<file path="config.mk">
export PLATFORM = sky130hd
export DESIGN_NAME = spi_shift_master
export DESIGN_NICKNAME = d
export VERILOG_FILES = /design/src/rtl/spi_mst_pkg.sv /design/src/rtl/spi_mst_clkdiv.sv /design/src/rtl/spi_mst_shifter.sv /design/src/rtl/spi_mst_regs.sv /design/src/rtl/spi_shift_master.sv
export SDC_FILE = /design/constraint.sdc
export NUM_CORES = 1
export LEC_CHECK = 0
export ABC_AREA = 1
export BUFFER_PORTS_ARGS = -buffer_cell sky130_fd_sc_hd__buf_2
export CAP_MARGIN = 20
export CORE_MARGIN = 1.5
export CORE_UTILIZATION = 60
export CTS_CLUSTER_SIZE = 30
export DETAILED_ROUTE_END_ITERATION = 16
export GPL_TIMING_DRIVEN = 0
export PLACE_DENSITY = 0.8
export SLEW_MARGIN = 30
export SYNTH_ARGS = -nofsm -noshare
export SYNTH_HDL_FRONTEND = slang
export SYNTH_HIERARCHICAL = 1
export SYNTH_SLANG_ARGS = --single-unit
</file>
<file path="constraint.sdc">
create_clock -name clk -period 3.92 [get_ports clk]
set_input_delay 0.392 -clock clk [delete_from_list [all_inputs] [get_ports clk]]
set_output_delay 0.392 -clock clk [all_outputs]
set_load 0.03 [all_outputs]
</file>
<file path="src/rtl/spi_mst_pkg.sv">
package spi_mst_pkg;

    localparam int WORD_W = 32;
    localparam int IDX_W  = $clog2(WORD_W);

    localparam int OFF_MODE = 'h20;
    localparam int OFF_EVT  = 'h24;
    localparam int OFF_MASK = 'h28;
    localparam int OFF_CMD  = 'h2C;
    localparam int OFF_TX   = 'h30;
    localparam int OFF_RX   = 'h34;

    localparam int EV_NE_BIT = 9;
    localparam int EV_NF_BIT = 8;

    localparam int MODE_LO = 16;
    localparam int MODE_HI = 29;

    // Mode fields, most significant first: bits 29 down to 16
    typedef struct packed {
        logic       cpol;
        logic       cpha;
        logic       div16;
        logic       msb_first;
        logic       master;
        logic       enable;
        logic [3:0] len_code;
        logic [3:0] prescale;
    } mode_t;

    typedef enum logic [1:0] {
        ST_IDLE   = 2'd0,
        ST_HALF_A = 2'd1,
        ST_HALF_B = 2'd2,
        ST_WRAP   = 2'd3
    } xfer_state_t;

endpackage

</file>
<file path="src/rtl/spi_mst_clkdiv.sv">
module spi_mst_clkdiv #(
    parameter int PM_W     = 4,
    parameter int BASE_SH  = 1,
    parameter int EXTRA_SH = 4
) (
    input  logic            clk,
    input  logic            rst_n,
    input  logic            run,
    input  logic [PM_W-1:0] prescale,
    input  logic            div16,
    output logic            tick
);
    localparam int CNT_W = PM_W + 1 + BASE_SH + EXTRA_SH;

    logic [CNT_W-1:0] cnt_q;
    logic [CNT_W-1:0] half_len;
    logic [CNT_W-1:0] half_last;

    // Half period length in system clocks
    always_comb begin
        half_len = CNT_W'({1'b0, prescale}) + CNT_W'(1);
        if (div16) begin
            half_len = half_len << (BASE_SH + EXTRA_SH);
        end else begin
            half_len = half_len << BASE_SH;
        end
        half_last = half_len - CNT_W'(1);
    end

    assign tick = run && (cnt_q == half_last);

    always_ff @(posedge clk) begin
        if (!rst_n) begin
            cnt_q <= '0;
        end else if (!run || tick) begin
            cnt_q <= '0;
        end else begin
            cnt_q <= cnt_q + CNT_W'(1);
        end
    end

endmodule

</file>
<file path="src/rtl/spi_mst_shifter.sv">
module spi_mst_shifter
    import spi_mst_pkg::*;
(
    input  logic              clk,
    input  logic              rst_n,
    input  logic              active,
    input  mode_t             mode,
    input  logic              tx_full,
    input  logic [WORD_W-1:0] tx_word,
    input  logic              tick,
    input  logic              miso,
    output logic              take,
    output logic              done,
    output logic              busy,
    output logic              run,
    output logic [WORD_W-1:0] rx_word,
    output logic              sck,
    output logic              mosi
);
    xfer_state_t state_q, state_d;

    logic [WORD_W-1:0] tx_q;
    logic [WORD_W-1:0] rx_q;
    logic [IDX_W-1:0]  idx_q;
    logic              sck_on_q;
    logic              mosi_q;

    logic [IDX_W-1:0]  last_idx;
    logic [IDX_W-1:0]  pos_first;
    logic [IDX_W-1:0]  pos_cur;
    logic [IDX_W-1:0]  pos_next;
    logic              is_last;
    logic              edge_lead;
    logic              edge_trail;

    // Word length decode: code 0 is the full word, otherwise code + 1 bits
    always_comb begin
        if (mode.len_code == 4'd0) begin
            last_idx = IDX_W'(WORD_W - 1);
        end else begin
            last_idx = IDX_W'(mode.len_code);
        end
        is_last = (idx_q == last_idx);
        if (mode.msb_first) begin
            pos_first = last_idx;
            pos_cur   = last_idx - idx_q;
            pos_next  = last_idx - idx_q - IDX_W'(1);
        end else begin
            pos_first = '0;
            pos_cur   = idx_q;
            pos_next  = idx_q + IDX_W'(1);
        end
    end

    // State register
    always_ff @(posedge clk) begin
        if (!rst_n) begin
            state_q <= ST_IDLE;
        end else begin
            state_q <= state_d;
        end
    end

    // Next state
    always_comb begin
        state_d = state_q;
        unique case (state_q)
            ST_IDLE: begin
                if (active && tx_full) state_d = ST_HALF_A;
            end
            ST_HALF_A: begin
                if (tick) state_d = ST_HALF_B;
            end
            ST_HALF_B: begin
                if (tick) state_d = is_last ? ST_WRAP : ST_HALF_A;
            end
            ST_WRAP: begin
                state_d = ST_IDLE;
            end
            default: state_d = ST_IDLE;
        endcase
        if (!active) state_d = ST_IDLE;
    end

    // Outputs decoded from the state
    always_comb begin
        take       = (state_q == ST_IDLE) && active && tx_full;
        done       = (state_q == ST_WRAP);
        busy       = (state_q != ST_IDLE);
        run        = (state_q == ST_HALF_A) || (state_q == ST_HALF_B);
        edge_lead  = active && (state_q == ST_HALF_A) && tick;
        edge_trail = active && (state_q == ST_HALF_B) && tick;
        sck        = mode.cpol ^ sck_on_q;
        mosi       = mosi_q;
        rx_word    = rx_q;
    end

    // Bit datapath
    always_ff @(posedge clk) begin
        if (!rst_n) begin
            tx_q     <= '0;
            rx_q     <= '0;
            idx_q    <= '0;
            sck_on_q <= 1'b0;
            mosi_q   <= 1'b0;
        end else if (take) begin
            tx_q     <= tx_word;
            rx_q     <= '0;
            idx_q    <= '0;
            sck_on_q <= 1'b0;
            mosi_q   <= tx_word[pos_first];
        end else if (!active) begin
            sck_on_q <= 1'b0;
        end else if (edge_lead) begin
            sck_on_q <= 1'b1;
            if (!mode.cpha) begin
                rx_q[pos_cur] <= miso;
            end else begin
                mosi_q <= tx_q[pos_cur];
            end
        end else if (edge_trail) begin
            sck_on_q <= 1'b0;
            if (mode.cpha) begin
                rx_q[pos_cur] <= miso;
            end
            if (!is_last) begin
                idx_q <= idx_q + IDX_W'(1);
                if (!mode.cpha) begin
                    mosi_q <= tx_q[pos_next];
                end
            end
        end
    end

endmodule

</file>
<file path="src/rtl/spi_mst_regs.sv">
module spi_mst_regs
    import spi_mst_pkg::*;
#(
    parameter int ADDR_W = 8
) (
    input  logic              clk,
    input  logic              rst_n,
    input  logic              wr_en,
    input  logic [ADDR_W-1:0] addr,
    input  logic [WORD_W-1:0] wdata,
    input  logic              take,
    input  logic              done,
    input  logic [WORD_W-1:0] rx_word,
    output mode_t             mode,
    output logic              active,
    output logic              tx_full,
    output logic [WORD_W-1:0] tx_word,
    output logic [1:0]        ev_flags,
    output logic [1:0]        mk_flags,
    output logic [WORD_W-1:0] rdata,
    output logic              irq
);
    logic              ev_ne_q, ev_nf_q;
    logic              mk_ne_q, mk_nf_q;
    logic [WORD_W-1:0] tx_hold_q;
    logic [WORD_W-1:0] rx_hold_q;
    logic              tx_full_q;

    logic sel_mode, sel_evt, sel_mask, sel_tx, sel_rx;
    logic tx_accept;

    always_comb begin
        sel_mode  = (addr == ADDR_W'(OFF_MODE));
        sel_evt   = (addr == ADDR_W'(OFF_EVT));
        sel_mask  = (addr == ADDR_W'(OFF_MASK));
        sel_tx    = (addr == ADDR_W'(OFF_TX));
        sel_rx    = (addr == ADDR_W'(OFF_RX));
        active    = mode.enable && mode.master;
        tx_accept = wr_en && sel_tx && active;
    end

    always_ff @(posedge clk) begin
        if (!rst_n) begin
            mode      <= '0;
            ev_ne_q   <= 1'b0;
            ev_nf_q   <= 1'b1;
            mk_ne_q   <= 1'b0;
            mk_nf_q   <= 1'b0;
            tx_hold_q <= '0;
            tx_full_q <= 1'b0;
            rx_hold_q <= '0;
        end else begin
            if (wr_en && sel_mode) begin
                mode <= mode_t'(wdata[MODE_HI:MODE_LO]);
            end
            if (wr_en && sel_mask) begin
                mk_ne_q <= wdata[EV_NE_BIT];
                mk_nf_q <= wdata[EV_NF_BIT];
            end
            // A new word written in the hand-over cycle stays pending
            if (tx_accept) begin
                tx_hold_q <= wdata;
                tx_full_q <= 1'b1;
            end else if (take) begin
                tx_full_q <= 1'b0;
            end
            // Hardware set wins over a clear in the same cycle
            if (done) begin
                ev_ne_q <= 1'b1;
            end else if (wr_en && sel_evt && wdata[EV_NE_BIT]) begin
                ev_ne_q <= 1'b0;
            end
            if (tx_accept) begin
                ev_nf_q <= 1'b0;
            end else if (take) begin
                ev_nf_q <= 1'b1;
            end else if (wr_en && sel_evt && wdata[EV_NF_BIT]) begin
                ev_nf_q <= 1'b0;
            end
            if (done) begin
                rx_hold_q <= rx_word;
            end
        end
    end

    always_comb begin
        rdata = '0;
        if (sel_mode) begin
            rdata[MODE_HI:MODE_LO] = mode;
        end else if (sel_evt) begin
            rdata[EV_NE_BIT] = ev_ne_q;
            rdata[EV_NF_BIT] = ev_nf_q;
        end else if (sel_mask) begin
            rdata[EV_NE_BIT] = mk_ne_q;
            rdata[EV_NF_BIT] = mk_nf_q;
        end else if (sel_rx) begin
            rdata = rx_hold_q;
        end
    end

    assign tx_full  = tx_full_q;
    assign tx_word  = tx_hold_q;
    assign ev_flags = {ev_ne_q, ev_nf_q};
    assign mk_flags = {mk_ne_q, mk_nf_q};
    assign irq      = (ev_ne_q && mk_ne_q) || (ev_nf_q && mk_nf_q);

endmodule

</file>
<file path="src/rtl/spi_shift_master.sv">
module spi_shift_master
    import spi_mst_pkg::*;
#(
    parameter int ADDR_W   = 8,
    parameter int BASE_SH  = 1,
    parameter int EXTRA_SH = 4
) (
    input  logic              clk,
    input  logic              rst_n,
    input  logic              wr_en,
    input  logic [ADDR_W-1:0] addr,
    input  logic [WORD_W-1:0] wdata,
    output logic [WORD_W-1:0] rdata,
    output logic              sck,
    output logic              mosi,
    input  logic              miso,
    output logic              irq
);
    mode_t             mode_q;
    logic              active;
    logic              tx_full;
    logic [WORD_W-1:0] tx_word;
    logic [WORD_W-1:0] rx_word;
    logic [1:0]        ev_flags;
    logic [1:0]        mk_flags;
    logic              take, done, busy, run, tick;
    logic              tx_wr_sel;

    assign tx_wr_sel = wr_en && (addr == ADDR_W'(OFF_TX));

    spi_mst_regs #(
        .ADDR_W (ADDR_W)
    ) u_regs (
        .clk      (clk),
        .rst_n    (rst_n),
        .wr_en    (wr_en),
        .addr     (addr),
        .wdata    (wdata),
        .take     (take),
        .done     (done),
        .rx_word  (rx_word),
        .mode     (mode_q),
        .active   (active),
        .tx_full  (tx_full),
        .tx_word  (tx_word),
        .ev_flags (ev_flags),
        .mk_flags (mk_flags),
        .rdata    (rdata),
        .irq      (irq)
    );

    spi_mst_clkdiv #(
        .PM_W     ($bits(mode_q.prescale)),
        .BASE_SH  (BASE_SH),
        .EXTRA_SH (EXTRA_SH)
    ) u_div (
        .clk      (clk),
        .rst_n    (rst_n),
        .run      (run),
        .prescale (mode_q.prescale),
        .div16    (mode_q.div16),
        .tick     (tick)
    );

    spi_mst_shifter u_shift (
        .clk     (clk),
        .rst_n   (rst_n),
        .active  (active),
        .mode    (mode_q),
        .tx_full (tx_full),
        .tx_word (tx_word),
        .tick    (tick),
        .miso    (miso),
        .take    (take),
        .done    (done),
        .busy    (busy),
        .run     (run),
        .rx_word (rx_word),
        .sck     (sck),
        .mosi    (mosi)
    );

endmodule

</file>
==> results of run 1 <==
worst max-delay path, stage by stage, from the launching register on:
cell and delay [ps]:
dfxtp_1 380, ha_4 320, nand2_1 60, ha_1 280
a21boi_0 170, o21ai_0 110, nor2_1 110, nand3_1 120
nor2_2 140, nand3_2 100, nor2_4 130, nand2_4 80
nor2_2 130, nand2_1 130, nor2_1 120, inv_1 110
nor2_4 150, o21ai_2 150, nor2_2 240, buf_4 230
nand2_1 80, nand2_1 80, a21oi_1 60
area by class of cell:
| cell class | instances | area [µm²] | share of cell area (%) |
|---|---|---|---|
| clock inverter | 13 | 159 | 1.48 |
| tap | 211 | 264 | 2.45 |
| timing repair buffer | 78 | 390 | 3.63 |
| clock buffer | 19 | 453 | 4.21 |
| multi-input combinational | 1017 | 5020 | 46.6 |
| buffer | 71 | 410 | 3.81 |
| inverter | 197 | 742 | 6.90 |
| sequential | 166 | 3320 | 30.9 |
final timing paths:
kind / to / slack (ps) / cells past startpoint / from
max: u_shift/rx_word[19] / 300 / 22 / u_regs/mode[1]
min: u_regs/mk_ne_q / 200 / 3 / wdata[9]
max reg2reg: u_shift/rx_word[19] / 300 / 22 / u_regs/mode[1]
min reg2reg: u_shift/rx_word[15] / 460 / 2 / u_shift/rx_word[15]
through the flow:
step                total power, W  hold WS [ps]  utilization [%]  std cells
finish                     0.00354           203             70.3       1772
global route               0.00364           240             70.3       1772
CTS                        0.00355           196             69.9       1772
detailed placement         0.00185           445             65.9       1740
global placement           0.00185           443             65.9       1740
floorplan                  0.00179           430                -       1451
layer usage:
layer	global-route usage, %	vias to the layer above	wire [µm]
met3	4.45	51	2170
met1	47.0	4356	12000
met5	0	-	0
met2	50.0	435	11400
li1	-	4791	-
met4	10.2	0	552
sequential cells by signal (all words and copies together), names as in the netlist:
register / flops
u_shift/rx_word: 32
u_regs/mk_nf_q: 1
u_shift/tx_q: 32
u_div/cnt_q: 10
u_shift/state_q: 2
u_shift/mosi: 1
u_shift/idx_q: 5
u_regs/tx_word: 32
u_shift/sck_on_q: 1
u_regs/ev_nf_q: 1
u_regs/rx_hold_q: 32
u_regs/tx_full: 1
u_regs/mode: 14
u_regs/ev_ne_q: 1
u_regs/mk_ne_q: 1
layout by cell type (no fill, tap or decap), types with 4 or more instances in the layout:
| master | n |
|---|---|
| nand2_4 | 5 |
| a21oi_1 | 110 |
| o21ai_2 | 4 |
| nand2_1 | 352 |
| nand3_2 | 4 |
| nor2_2 | 22 |
| buf_6 | 14 |
| nand2_2 | 20 |
| o21ai_0 | 73 |
| nor2_1 | 156 |
| inv_2 | 6 |
| o21ai_1 | 12 |
| dfxtp_1 | 165 |
| nand3_1 | 164 |
| nor3_1 | 5 |
| clkbuf_1 | 31 |
| buf_4 | 6 |
| nor2_4 | 12 |
| xor2_1 | 10 |
| inv_1 | 190 |
| a211oi_1 | 18 |
| buf_2 | 90 |
| buf_1 | 7 |
| clkbuf_16 | 17 |
| ha_1 | 13 |
| inv_6 | 5 |
| nand4_1 | 8 |
power groups by stage:
stage / clock network (W) / logic, W / registers [W]
final: 0.00173 / 0.000125 / 0.00169
after global routing: 0.00181 / 0.000139 / 0.00169
after CTS: 0.00174 / 0.000123 / 0.00169
after detailed placement: 0 / 0.000122 / 0.00173
after global placement: 0 / 0.000121 / 0.00173
after floorplan: 0 / 0.0000696 / 0.00172
==> run summary, run 1 <==
Nets: 1607
Cell internal pwr: 0.00272 W
Layout cells sized above 1: 14.9%
Setup_tns: 0 ps
Post-CTS Setup Bufs: 0
Synthesized Nets: 1510
Hold-fix buffers, CTS: 0
Yosys Warn Count: 6
Die area: 16500 µm²
Psw: 0.000822 W
Post-DRT Antenna Nets: 0
CTS Buffer Depth: 2
Cts bufs inserted: 17
Area post-placement: 10100 µm²
Grt total ovfl: 0
DRC Markers: 0
Worst-path clk slew: 70 ps
Core area: 15300 µm²
Port Buffers: 78
Initial Util: 61.7%
Vias in the first global route: 8621
Root Driver: clkbuf_16
Post-Syn Instances: 1451
Clock share of power: 48.8%
Status: complete, no violations
Site row count: 45
Final Critical Period: 3620 ps
WP data arrival: 3910 ps
Post-CTS Resized: 0
Reg power frac: 47.6%
Leakage power: 4.80 nW
Syn_area_per_cell: 6.51 µm²
Slew headroom: 58.1%
Slew @ Worst Pin: 629 ps
Switching portion of total power: 23.2%
CTS sink cnt: 166
Final count of hold timing violations: 0
Highest net fanout along the worst path: 10
First-pass GRT wire length: 42500 µm
H-tree depth: 4
Antenna diode count: 0
Worst ir drop on vdd: 290 µV
Crit share post-route: 92.3%
Detailed Route Iter0 Violations: 975
WL per Instance: 14.8 µm
Vias: 9633
Via density: 5.44
Setup Skew: 12.0 ps
Final Max Slew Viols: 0
Gr usage total: 32.4%
Maxcap violations: 0
CP startpoint kind: flop
Routability cong.: 0.955
Die Width: 128 µm
Area Growth Syn to Fin: 13.9%
Final setup viols: 0
RSZ-0062 raised after global routing: false
Place WS: 101 ps
Die Y: 128 µm
Final setup margin: 303 ps
Hold WC Path Type: input port to flop
Combinational share of power: 3.5%
Worst Path Required: 4220 ps
Post-Syn Area: 9440 µm²
Final Routed Wirelength: 26200 µm
Antenna violations before repair: 0
Kind of critical path: flop to flop
CTS tree: yes
Clock Latency Late Sink: 430 ps
HPWL Detailed: 19400 µm
Largest net degree at the start of global routing: 17
Drt pass-1 iters: 6
CP endpoint kind: flop
Power Density: 329 nW/µm²
IO Pins: 79
Maximum clock frequency: 276 MHz
Fill count: 1287
Design area: 10800 µm²
(Power assumes the default switching activity.)
==> run 2, diff against run 1 <==
- ABC_AREA: 1 -> not set
==> run 2 against run 1 <==
  * Synthesized cell count fell by 31%
  * Clock skew down 3.1 ps
  * Clock-buffer cell count grew 1
  * Setup slack got worse by 270 ps
  * First-iteration DRC count decreased by 23%
  * Utilization grew 1.0 points
  * Die area down 5.0%
  * Cell count down 27%
  * Non-clock buffer count grew 3
  * Sequential power about the same
  * Routed wire length decreased by 11%
  * Worst hold slack worse by 7.0 ps
==> run summary, run 2 <==
Fill count: 1117 (-13%)
Detailed Route Iter0 Violations: 755 (-23%)
WL per Instance: 17.9 µm (+21%)
Maxcap violations: 0 (unchanged)
Yosys Warn Count: 6 (unchanged)
Die Y: 125 µm (-2.5%)
Crit share post-route: 99.1% (+6.9 points)
Final Routed Wirelength: 23200 µm (-11%)
Final Max Slew Viols: 0 (unchanged)
Site row count: 44 (-2.2%)
Maximum clock frequency: 257 MHz (-6.9%)
R2r setup slk: 30 ps (-270 ps)
WHS Path Cells: 2 (-1)
Reg power frac: 48.9% (+1.3 points)
IO Pins: 79 (unchanged)
CP startpoint kind: flop
CTS sink cnt: 166 (unchanged)
Commonest non-fill, non-tap cells in the layout: nand2_1 (184), dfxtp_1 (161), mux2i_1 (122), buf_2 (90), nor2_1 (67)
CTS tree: yes
Final Critical Period: 3890 ps (+269 ps)
Routability cong.: 0.879 (-7.9%)
Final count of hold timing violations: 0 (unchanged)
Combinational share of power: 3.2% (-0.3 points)
Commonest non-fill, non-tap cell in the layout: nand2_1
Via density: 5.97 (+9.8%)
Post-Syn Instances: 1004 (-31%)
Worst Path Buf+Inv: 2 (unchanged)
Gr usage total: 29.8% (-2.6 points)
Hold path start: wdata[8]
Crit-path slowest cell: or4_1
Worst Path Required: 4240 ps (+20 ps)
Clock Latency Late Sink: 430 ps (about the same)
Antenna violations before repair: 0 (unchanged)
CP Cell Sequence: ha_4, and2b_1, o21ai_1, or4_1, a211oi_2, o2111a_1, buf_6, and2_4, nand2_1, or4b_4, buf_6, nor2_4, a2111oi_1, o31a_1, a31o_1
Clock share of power: 47.9% (-0.9 points)
Kind of critical path: flop to flop
Setup Skew: 8.82 ps (-3.13 ps)
Leakage power: 4.13 nW (-14%)
Area Growth Syn to Fin: 15.6%
Antenna diode count: 0 (unchanged)
Inst Count DP: 1266 (-27%)
Die area: 15700 µm² (-5.0%)
Power Density: 333 nW/µm² (+1.1%)
Cell internal pwr: 0.00266 W (-2.1%)
RR Endpoint: u_shift/mosi
Synthesized Nets: 1063 (-30%)
DRC Markers: 0 (unchanged)
Grt total ovfl: 0 (unchanged)
Initial Util: 61.6% (about the same)
Post-DRT Antenna Nets: 0 (unchanged)
Core area: 14500 µm² (-5.1%)
Layout cells sized above 1: 20.4% (+5.5 points)
WP data arrival: 4210 ps (+300 ps)
Vias: 7767 (-19%)
Largest net degree at the start of global routing: 17 (unchanged)
Crit path largest cell delay: 550 ps (+170 ps)
CP endpoint kind: flop
Cts bufs inserted: 17 (unchanged)
Design area: 10400 µm² (-3.7%)
Die Width: 125 µm (-2.5%)
Cell depth of the worst flop-to-flop path: 15 (-32%)
Vias in the first global route: 7377 (-14%)
Slew @ Worst Pin: 692 ps (+62.8 ps)
Hold-fix buffers, CTS: 0 (unchanged)
Worst-path clk slew: 70 ps (about the same)
Drt pass-1 iters: 5 (-1)
First-pass GRT wire length: 37300 µm (-12%)
Min-Delay Endpoint: u_regs/ev_nf_q
CTS Buffer Depth: 2 (unchanged)
Root Driver: clkbuf_16
RSZ-0062 raised after global routing: true
Area post-placement: 9580 µm² (-5.1%)
Worst ir drop on vdd: 307 µV (+5.9%)
Switching portion of total power: 22.8% (-0.44 points)
RR Startpoint: u_regs/mode[1]
Hold WC Path Type: input port to flop
Delay-heaviest family, CP: simple AND/OR/NAND/NOR gates
H-tree depth: 4 (unchanged)
Final std cells w/o fill: 1301 (-27%)
Nets: 1163 (-28%)
Status: complete, no violations
Psw: 0.000784 W (-4.6%)
Slew headroom: 53.9% (-4.2 points)
HPWL Detailed: 16700 µm (-14%)
Final setup viols: 0 (unchanged)
Post-Syn Area: 8960 µm² (-5.1%)
Overall Power: 0.00344 W (-2.7%)
Port Buffers: 78 (unchanged)
Most used cell, CP: buf_6
Highest net fanout along the worst path: 10 (unchanged)
Syn_area_per_cell: 8.92 µm² (+37%)
[run 2: through the flow]
stage | setup TNS [ps] | worst slack, ps | hold WS (ps) | util [%]
finish | 0 | 33.5 | 196 | 71.3
detailed placement | -11440 | -425 | 454 | 65.9
floorplan | 0 | 167 | 438 | -
global route | -251 | -132 | 207 | 71.3
CTS | 0 | 7.73 | 192 | 70.5
global placement | -9580 | -375 | 448 | 65.9
[run 2: worst reg2reg max path, stage by stage (launching register included)]
cell and delay [ps]:
dfxtp_4 420, ha_4 240, and2b_1 270, o21ai_1 110, or4_1 550, a211oi_2 200, o2111a_1 230, buf_6 150
and2_4 180, nand2_1 90, or4b_4 530, buf_6 150, nor2_4 80, a2111oi_1 70, o31a_1 330, a31o_1 180
[run 2: worst max-delay path by stage]
stage | start | to | slack [ps] | depth (start not counted)
2_1_floorplan | u_regs/mode[1] | u_shift/mosi | 170 | 16
3_3_place_gp | u_regs/mode[1] | u_shift/rx_word[19] | -370 | 15
3_5_place_dp | u_regs/mode[1] | u_shift/rx_word[19] | -430 | 15
4_1_cts | u_regs/mode[1] | u_shift/mosi | 8 | 16
5_1_grt | u_regs/mode[1] | u_shift/mosi | -130 | 16
6_report | u_regs/mode[1] | u_shift/mosi | 30 | 15
[run 2: cell type report]
| class | instances | area (µm²) | share of cell area, % |
|---|---|---|---|
| repair buffers | 81 | 413 | 3.99 |
| plain buffers | 71 | 375 | 3.62 |
| flip-flops and latches | 166 | 3340 | 32.2 |
| inverters | 18 | 67.6 | 0.652 |
| well taps | 184 | 230 | 2.22 |
| multi-input cells | 749 | 5350 | 51.6 |
| clock buffers | 20 | 467 | 4.51 |
| clock inverters | 12 | 119 | 1.15 |
[run 2: per-layer routing]
metal,share of wire [%],track usage (%),vias up,wire [µm]
met5,0,0,-,0
met4,2.4,12.0,0,551
met3,6.4,5.22,47,1500
met2,48,49.7,310,11200
met1,43,38.3,3695,9990
li1,-,-,3715,-
[run 2: power groups by stage]
stage          Combinational [W]  Clock, W  Sequential, W
2_1_floorplan          0.0000564         0        0.00172
3_3_place_gp            0.000106         0        0.00172
6_report                0.000109   0.00165        0.00168
3_5_place_dp            0.000106         0        0.00172
5_1_grt                 0.000117   0.00172        0.00168
4_1_cts                 0.000107   0.00166        0.00168
[run 2: repair_timing]
item / 4_1_cts / 5_1_grt
gates resized for setup: 24 / 21
pin swaps: 2 / 2
setup endpoints to repair: 38 / 35
gates cloned: 0 / 0
hold endpoints to repair: 0 / 0
buffers inserted: 0 / 3
